<file path="src/rtl/cdiv_lane.sv">
`timescale 1ns/1ps
module cdiv_lane #(
  parameter int RATIO_W   = 5,
  parameter int RST_RATIO = 1
) (
  input  logic               clk,
  input  logic               rst_n,
  input  logic               hold_i,
  input  logic               load_i,
  input  logic [RATIO_W-1:0] ratio_i,
  output logic               out_o
);
  localparam int CNT_W = RATIO_W + 1;

  logic [RATIO_W-1:0] act_q;
  logic [CNT_W-1:0]   cnt_q, cnt_nx, div, term, half;
  logic               out_q;

  always_comb begin
    div  = (act_q == '0) ? CNT_W'(2) : CNT_W'(act_q) + CNT_W'(1);
    term = div - CNT_W'(1);
    half = div >> 1;
    cnt_nx = (cnt_q >= term) ? '0 : cnt_q + CNT_W'(1);
  end

  always_ff @(posedge clk or negedge rst_n) begin
    if (!rst_n) begin
      act_q <= RATIO_W'(RST_RATIO);
      cnt_q <= '1;
      out_q <= 1'b0;
    end else if (load_i) begin
      act_q <= ratio_i;
      cnt_q <= '0;
      out_q <= 1'b1;
    end else if (hold_i && !out_q) begin
      cnt_q <= cnt_q;
    end else begin
      cnt_q <= cnt_nx;
      out_q <= (cnt_nx < half);
    end
  end

  assign out_o = out_q;


  parked_low_chk: assert property (@(posedge clk) disable iff (!rst_n)
    (hold_i && !out_q && !load_i) |=> !out_q);

  restart_high_chk: assert property (@(posedge clk) disable iff (!rst_n)
    load_i |=> out_q);

  ratio_kept_chk: assert property (@(posedge clk) disable iff (!rst_n)
    !load_i |=> $stable(act_q));
endmodule

</file>
<file path="src/rtl/cdiv_go_seq.sv">
`timescale 1ns/1ps
module cdiv_go_seq #(
  parameter int NUM_OUT = 4
) (
  input  logic               clk,
  input  logic               rst_n,
  input  logic               go_req,
  input  logic [NUM_OUT-1:0] align_i,
  input  logic [NUM_OUT-1:0] lane_lvl,
  output logic               busy_o,
  output logic [NUM_OUT-1:0] hold_o,
  output logic [NUM_OUT-1:0] load_o
);
  logic [NUM_OUT-1:0] mask_q;
  logic               busy_q, all_low, release_now;

  assign all_low     = &(~mask_q | ~lane_lvl);
  assign release_now = busy_q && all_low;

  always_ff @(posedge clk or negedge rst_n) begin
    if (!rst_n) begin
      busy_q <= 1'b0;
      mask_q <= '0;
    end else if (!busy_q && go_req) begin
      busy_q <= 1'b1;
      mask_q <= align_i;
    end else if (release_now) begin
      busy_q <= 1'b0;
    end
  end

  assign busy_o = busy_q;
  assign hold_o = busy_q ? mask_q : '0;
  assign load_o = release_now ? mask_q : '0;


  go_start_chk: assert property (@(posedge clk) disable iff (!rst_n)
    (!busy_q && go_req) |=> busy_q);

  self_clear_chk: assert property (@(posedge clk) disable iff (!rst_n)
    (busy_q && all_low) |=> !busy_q);

  mask_frozen_chk: assert property (@(posedge clk) disable iff (!rst_n)
    busy_q |=> $stable(mask_q));
endmodule

</file>
<file path="src/rtl/clkdiv_align_ctrl.sv">
`timescale 1ns/1ps
module clkdiv_align_ctrl #(
  parameter int NUM_OUT   = 4,
  parameter int RATIO_W   = 5,
  parameter int DATA_W    = 8,
  parameter int RST_RATIO = 1,
  parameter int ADDR_W    = $clog2(NUM_OUT + 4)
) (
  input  logic               clk,
  input  logic               rst_n,
  input  logic               wr_en,
  input  logic [ADDR_W-1:0]  wr_addr,
  input  logic [DATA_W-1:0]  wr_data,
  input  logic [ADDR_W-1:0]  rd_addr,
  output logic [DATA_W-1:0]  rd_data,
  output logic [NUM_OUT-1:0] sysclk,
  output logic               go_busy
);
  localparam logic [ADDR_W-1:0] A_ALIGN = ADDR_W'(NUM_OUT);
  localparam logic [ADDR_W-1:0] A_CMD   = ADDR_W'(NUM_OUT + 1);
  localparam logic [ADDR_W-1:0] A_STAT  = ADDR_W'(NUM_OUT + 2);
  localparam logic [ADDR_W-1:0] A_CHG   = ADDR_W'(NUM_OUT + 3);

  logic [RATIO_W-1:0] pend_q [NUM_OUT];
  logic [NUM_OUT-1:0] align_q, chg_q, hold, load, chg_set;
  logic               go_req;

  assign go_req = wr_en && (wr_addr == A_CMD) && wr_data[0];

  always_ff @(posedge clk or negedge rst_n) begin
    if (!rst_n) align_q <= '1;
    else if (wr_en && wr_addr == A_ALIGN) align_q <= wr_data[NUM_OUT-1:0];
  end

  for (genvar i = 0; i < NUM_OUT; i++) begin : g_lane
    assign chg_set[i] = wr_en && (wr_addr == ADDR_W'(i)) &&
                        (wr_data[RATIO_W-1:0] != pend_q[i]);

    always_ff @(posedge clk or negedge rst_n) begin
      if (!rst_n) begin
        pend_q[i] <= RATIO_W'(RST_RATIO);
        chg_q[i]  <= 1'b0;
      end else begin
        if (wr_en && wr_addr == ADDR_W'(i)) pend_q[i] <= wr_data[RATIO_W-1:0];
        if (chg_set[i])   chg_q[i] <= 1'b1;
        else if (load[i]) chg_q[i] <= 1'b0;
      end
    end

    cdiv_lane #(.RATIO_W(RATIO_W), .RST_RATIO(RST_RATIO)) u_lane (
      .clk(clk), .rst_n(rst_n), .hold_i(hold[i]), .load_i(load[i]),
      .ratio_i(pend_q[i]), .out_o(sysclk[i])
    );


    flag_clear_chk: assert property (@(posedge clk) disable iff (!rst_n)
      (load[i] && !chg_set[i]) |=> !chg_q[i]);

    free_run_chk: assert property (@(posedge clk) disable iff (!rst_n)
      (!hold[i]) |-> !load[i]);
  end

  cdiv_go_seq #(.NUM_OUT(NUM_OUT)) u_seq (
    .clk(clk), .rst_n(rst_n), .go_req(go_req), .align_i(align_q),
    .lane_lvl(sysclk), .busy_o(go_busy), .hold_o(hold), .load_o(load)
  );

  always_comb begin
    rd_data = '0;
    for (int i = 0; i < NUM_OUT; i++)
      if (rd_addr == ADDR_W'(i)) rd_data[RATIO_W-1:0] = pend_q[i];
    if (rd_addr == A_ALIGN) rd_data[NUM_OUT-1:0] = align_q;
    if (rd_addr == A_STAT)  rd_data[0] = go_busy;
    if (rd_addr == A_CHG)   rd_data[NUM_OUT-1:0] = chg_q;
  end
endmodule

</file>
<file path="config.mk">
export PLATFORM = sky130hd
export DESIGN_NAME = clkdiv_align_ctrl
export DESIGN_NICKNAME = d
export VERILOG_FILES = /design/src/rtl/cdiv_lane.sv /design/src/rtl/cdiv_go_seq.sv /design/src/rtl/clkdiv_align_ctrl.sv
export SDC_FILE = /design/constraint.sdc
export NUM_CORES = 1
export LEC_CHECK = 0
export CAP_MARGIN = 5
export CORE_MARGIN = 3
export CORE_UTILIZATION = 55
export DETAILED_ROUTE_END_ITERATION = 7
export PLACE_DENSITY = 0.79
export SETUP_SLACK_MARGIN = 0.15
export SYNTH_ARGS = -nofsm -noshare
export SYNTH_HDL_FRONTEND = slang
export SYNTH_SLANG_ARGS = --single-unit
export TNS_END_PERCENT = 100
</file>
<file path="constraint.sdc">
create_clock -name clk -period 5.6 [get_ports clk]
set_input_delay 0.84 -clock clk [delete_from_list [all_inputs] [get_ports clk]]
set_output_delay 0.84 -clock clk [all_outputs]
set_load 0.005 [all_outputs]
</file>
==> results.yml, run 1 <==
floorplanning:
  dieHeight_um: 108.5
  coreArea_mm2: 0.01000
  pin_count: 30
  fp-row-count: 36
  start_util: 0.5775
  die_area_mm2: 0.01176
  die-width_um: 108.5
worst_setup_path:
  crit_type: "reg -> reg"
  startpoint: "g_lane[3].u_lane.act_q[0]"
  required_ns: 5.88
  cp-end-kind: "flip-flop"
  worstPathMaxFanout: 6
  r2r_start: "g_lane[3].u_lane.act_q[0]"
  critPathLaunchType: "flip-flop"
  cp_data_arrival_time_ns: 4.24
drt:
  avgRoutedWirePerCell_um: 16.53
  route.detailed.drc: 0
  wl_um: 12030
  drt_iter0_drc: 241
  vias: 4331
  dr.pass1.iters: 4
  vias_per_cell: 5.949
  postRouteAntennaNets: 0
sta:
  setup_viol: 0
  rsz0062_at_grt: "no"
  timing.fmax_ghz: 0.2523
  finClkSkew_ns: 0.01466
  hold_violations: 0
  post-route-period-util: 0.7077
  relSlewSlack: 0.2063
  slew_violations: 0
  min_period_ns: 3.963
  timing.setup.tns_ns: 0
  worst_pin_slew_ns: 1.175
finish:
  fillCellCount: 836
  multi_input_area_mm2: 0.003500
  final_common_cell: "ha_1"
  layout_common_cells: "ha_1, mux2_2, dfrtp_1"
  final_core_util: 0.6245
  fin_cells: 728
  finalNetCount: 659
  area_growth_pct: 8.147
  seqCellArea_mm2: 0.002072
  antennaDiodeCount: 0
  drive_above_1_share: 0.2034
hold_path:
  hold_class: "reg -> reg"
  hp-start: "chg_q[3]"
clock_network:
  path_clk_slew_ns: 0.08
  cts_hold_buf: 0
  post_cts_buffers: 0
  h-tree-depth: 3
  cts_root_buffer: "clkbuf_8"
  tritoncts: "yes"
  cts_buffer_depth: 2
  cts_resized: 0
  cts_sinks: 81
  cts_buffers: 9
  clock_latency_ns: 0.36
synthesis:
  yosys.area.top_type: "dfrtp_1"
  synth_top_area_share: 0.1950
  syn_inst: 576
  yosys_warnings: 0
  synthDistinctLibCells: 62
  syn_area_mm2: 0.005774
  synth-edff-count: 0
  ys_async_sr_fraction: 1.000
  ys_ff_latch: 81
  ys.flop_type: "dfrtp_1"
  synth_area_leaders: "dfrtp_1, dfstp_2, ha_1, mux2_2, xnor2_1"
  seq_area_frac_synth: 0.3588
  synth.avg_cell_area_um2: 10.02
place:
  placed_cells: 712
  place_hpwl_um: 9014
  place_congestion: 0.9504
  io_buffers: 23
pwr:
  p_switching_uw: 1365
  power_frac_seq: 0.319
  netSwitchingFraction: 0.4295
  pwr-share-clk: 0.136
  p_leak_uw: 0.002682
  power_density_mw_per_mm2: 509.0
  internal_power_uw: 1814
  peakVddDrop_uv: 248.1
  p_comb_frac: 0.544
grt:
  grt_pass1_vias: 4354
  grt_pass1_wl_um: 20560
  overflow: 0
  grt_max_degree: 82
  antenna_found_initial: 0
  grt_use_total: 0.2198
job:
  drv_cap: 0
run_status:
  status: "finished, final reports clean"
-- synth_stat cells (all sizes together), types with 3 or more instances --
cell     n
ha      52
mux2    48
dfrtp   45
nand2   44
dfstp   36
nor2    34
nand3   32
xnor2   30
xor2    29
a21oi   27
inv     22
o21ai   19
a31oi   12
buf     12
nand2b  12
clkbuf  10
a21o     8
and3     8
nand4    8
or2      8
nor2b    7
o31ai    7
a22o     5
a22oi    5
nor3     5
a221o    4
mux4     4
nor4b    4
o21a     4
and2     3
or4b     3
-- layer usage --
| metal | up-vias | global-route usage | wire length, um |
|---|---|---|---|
| met5 | - | 0 | 0 |
| met4 | 0 | 0.09468 | 226 |
| met3 | 16 | 0.03463 | 437 |
| met2 | 87 | 0.3420 | 5661 |
| met1 | 2132 | 0.3044 | 5707 |
| li1 | 2096 | - | - |
-- area by class of cell --
cell class | count | share of cell area
Clock buffer | 11 | 0.02264
Inverter | 22 | 0.01322
Clock inverter | 5 | 0.008816
Timing Repair Buffer | 23 | 0.03647
Tap cell | 133 | 0.02665
Sequential cell | 81 | 0.3318
Multi-Input combinational cell | 453 | 0.5604
-- worst max-delay path, stage by stage, from the launching register on --
cell	delay [ns]
dfstp_2	0.58
inv_1	0.08
ha_1	0.33
nor2_1	0.18
and3_1	0.26
nand3_1	0.12
xnor2_1	0.16
ha_1	0.34
nand4_1	0.12
o21ai_0	0.41
nor2_1	0.12
ha_1	0.33
a21oi_1	0.13
a21boi_0	0.10
or4_1	0.52
o21ai_1	0.13
-- worst paths after layout --
path,to,cells after the start,slack [ns]
max,g_lane[3].u_lane.out_o,15,1.64
min,chg_q[3],2,0.50
max reg2reg,g_lane[3].u_lane.out_o,15,1.64
min reg2reg,chg_q[3],2,0.50
max in group asynchronous,g_lane[2].u_lane.act_q[2],1,4.31
min in group asynchronous,g_lane[1].u_lane.out_o,1,0.63
-- registers in the layout, summed over array words and instances (netlist names) --
signal               flops
chg_q                    4
g_lane.u_lane.out_o      4
g_lane.u_lane.cnt_q     24
u_seq.busy_o             1
pend_q                  20
u_seq.mask_q             4
g_lane.u_lane.act_q     20
align_q                  4
-- kinds of logic (layout without fill, tap and decap cells) --
kind of cell    count (synthesis)  in the layout  synth area share
fa+ha+maj                      52             52            0.1127
buf+inv                        44             61           0.03640
compound gates                105            105            0.1239
xor+xnor                       59             59           0.08949
other cells                     1              3         0.0006494
flops                          81             81            0.3588
simple gates                  181            181            0.1671
mux                            53             53            0.1109
-- metrics by stage --
step / cell area [um^2] / hold slack [ns] / worst slack [ns] / power [uW]
2_1_floorplan: 5782 / 0.4502 / 2.034 / 2323
3_3_place_gp: 6048 / 0.4743 / 1.748 / 2659
3_5_place_dp: 6048 / 0.4737 / 1.665 / 2743
4_1_cts: 6245 / 0.4930 / 1.637 / 3185
5_1_grt: 6245 / 0.5151 / 1.346 / 3482
6_report: 6245 / 0.4953 / 1.637 / 3179
-- power groups by stage --
| stage | Clock, uW | Combinational [uW] | Sequential (uW) |
|---|---|---|---|
| after floorplan | 0 | 1370 | 951 |
| after global placement | 0 | 1650 | 1010 |
| after detailed placement | 0 | 1720 | 1020 |
| after CTS | 443 | 1730 | 1010 |
| after global routing | 467 | 1970 | 1040 |
| final | 433 | 1730 | 1010 |
No activity file was read; power rests on OpenSTA's default activity.
==> run 2: changes to the inputs <==
--- a/config.mk
+++ b/config.mk
@@ -9,7 +9,7 @@
 export CORE_MARGIN = 3
 export CORE_UTILIZATION = 55
 export DETAILED_ROUTE_END_ITERATION = 7
-export PLACE_DENSITY = 0.79
+export PLACE_DENSITY = 0.82
 export SETUP_SLACK_MARGIN = 0.15
 export SYNTH_ARGS = -nofsm -noshare
 export SYNTH_HDL_FRONTEND = slang
==> constraint.sdc (replaced) <==
create_clock -name clk -period 3.3 [get_ports clk]
set_input_delay 0.495 -clock clk [delete_from_list [all_inputs] [get_ports clk]]
set_output_delay 0.495 -clock clk [all_outputs]
set_load 0.005 [all_outputs]
==> run 2 against run 1 <==
The flow now finishes with violations (negative setup slack). Register-to-register slack got worse by 1.9 ns. Die area unchanged. Combinational power rose to 2.8 times the previous value. Cell area is 16% higher. Cell count grew 9.8%. Non-clock buffer count increased by 71. Clock skew increased by 0.0032 ns. Via count up 14%. Clock-buffer cell count is 2 lower. Largest cell class unchanged.
==> results.yml, run 2 (synthesis results as in run 1) <==
finish:
  top_regs: "g_lane.u_lane.cnt_q x24, g_lane.u_lane.act_q x20, pend_q x20"
  drive_above_1_share: 0.3934
  area_growth_pct: 25.33
  largest_register: "g_lane.u_lane.cnt_q"
  layout_common_cells: "buf_4, mux2_2, dfrtp_1"
  final_area_mm2: 0.007237
  final_common_cell: "buf_4"
  antennaDiodeCount: 0
  finalNetCount: 730
  largest_reg_flops: 24
clock_network:
  clock_latency_ns: 0.37
  cts_root_buffer: "clkbuf_8"
  cts_sinks: 81
  h-tree-depth: 3
  tritoncts: "yes"
  cts_buffers: 9
  cts_buffer_depth: 2
  path_clk_slew_ns: 0.09
sta:
  holdWs_ns: 0.2971
  slew_violations: 0
  worst_pin_slew_ns: 0.9957
  hold_violations: 0
  post-route-period-util: 1.094
  finClkSkew_ns: 0.01786
  setup_viol: 4
  setup_slack_ns: -0.3097
  rsz0062_at_grt: "yes"
  timing.setup.tns_ns: -0.8427
  timing.fmax_ghz: 0.2770
  relSlewSlack: 0.3362
  min_period_ns: 3.610
drt:
  dr.pass1.iters: 5
  avgRoutedWirePerCell_um: 19.52
  vias: 4940
  vias_per_cell: 6.183
  route.detailed.drc: 0
  drt_iter0_drc: 471
  postRouteAntennaNets: 0
  wl_um: 15600
grt:
  grt_use_total: 0.2473
  antenna_found_initial: 0
  overflow: 0
  grt_pass1_wl_um: 23240
  grt_pass1_vias: 4882
  grt_max_degree: 82
hold_path:
  hold_class: "in -> async"
worst_setup_path:
  worstPathMaxFanout: 4
  critPathLaunchType: "flip-flop"
  required_ns: 3.53
  r2r.worst_path.cells: 17
  r2r_start: "g_lane[2].u_lane.act_q[0]"
  cp_data_arrival_time_ns: 3.84
  crit_type: "reg -> reg"
  cp-end-kind: "flip-flop"
  startpoint: "g_lane[2].u_lane.act_q[0]"
floorplanning:
  pin_count: 30
  die-width_um: 108.5
  fp-row-count: 36
  die_area_mm2: 0.01176
  start_util: 0.5775
  coreArea_mm2: 0.01000
  dieHeight_um: 108.5
pwr:
  peakVddDrop_uv: 507.7
  p_leak_uw: 0.003115
  power_density_mw_per_mm2: 1001
job:
  drv_cap: 0
place:
  io_buffers: 23
  postPlaceCellArea_mm2: 0.006480
  place_hpwl_um: 9681
  place_congestion: 0.9161
  pre_cts_slack_ns: -0.2532
run_status:
  violations: "negative setup slack"
  status: "finished with violations"
==> run 2: cell types whose count changed in the layout (fill, tap and decap cells not counted), sizes merged <==
| cell | delta |
|---|---|
| buf | +71 |
| clkbuf | -2 |
| clkinv | +2 |
| bufinv | -1 |
| clkdlybuf4s50 | -1 |
| dlymetal6s2s | +1 |
| inv | +1 |
==> run 2: final cells by class <==
cell class	instances	area [um^2]
multi-input combinational	453	3961
fill	639	2763
sequential	81	2072
timing repair buffer	94	770.7
tap	133	166.4
clock buffer	9	123.9
inverter	22	87.58
clock inverter	7	55.05
==> run 2: path summary, 6_finish.rpt <==
path | to | slack, ns
max in group asynchronous | chg_q[3] | 2.37
min in group clk | g_lane[0].u_lane.cnt_q[1] | 0.50
max | g_lane[2].u_lane.out_o | -0.31
max reg2reg | g_lane[2].u_lane.out_o | -0.31
min reg2reg | g_lane[0].u_lane.cnt_q[1] | 0.50
min | g_lane[2].u_lane.out_o | 0.30
==> run 2: metal layers <==
metal,share of wire,global-route usage,routed length [um],vias to the layer above
li1,-,-,-,2235
met1,0.39,0.3114,6098,2395
met2,0.50,0.4289,7847,247
met3,0.067,0.03642,1039,63
met4,0.039,0.09378,609,0
met5,0,0,0,-
==> run 2: repair_timing <==
item,in CTS,in global routing
pin swaps,37,29
endpoints found under the setup margin,4,10
buffers inserted,21,7
hold buffers,0,0
gates resized for setup,30,39
==> run 2: critical path, stage by stage (launching register included) <==
cell and delay (ns):
dfstp_2 0.61, inv_2 0.07, ha_4 0.15, or4b_4 0.20
and3_4 0.22, nand2_2 0.10, xnor2_2 0.18, ha_1 0.32
nand4_1 0.14, o221ai_2 0.29, buf_4 0.19, buf_6 0.11
nor2_4 0.04, ha_4 0.27, nand4_1 0.13, nand2b_4 0.20
a31oi_4 0.15, o31ai_2 0.09
==> run 2: report_power, final <==
| part | switching, uW | internal [uW] | total (uW) |
|---|---|---|---|
| Sequential | 356 | 1360 | 1710 |
| Combinational | 2390 | 2450 | 4840 |
| Clock | 415 | 278 | 694 |
| Total | 3160 | 4090 | 7250 |
==> run 2: metrics by stage <==
stage,power [uW],util,std cells
final,7247,0.7237,799
after global routing,7744,0.7237,799
after CTS,6421,0.6937,792
after detailed placement,5284,0.6480,755
after global placement,5089,0.6480,755
after floorplan,4122,-,578
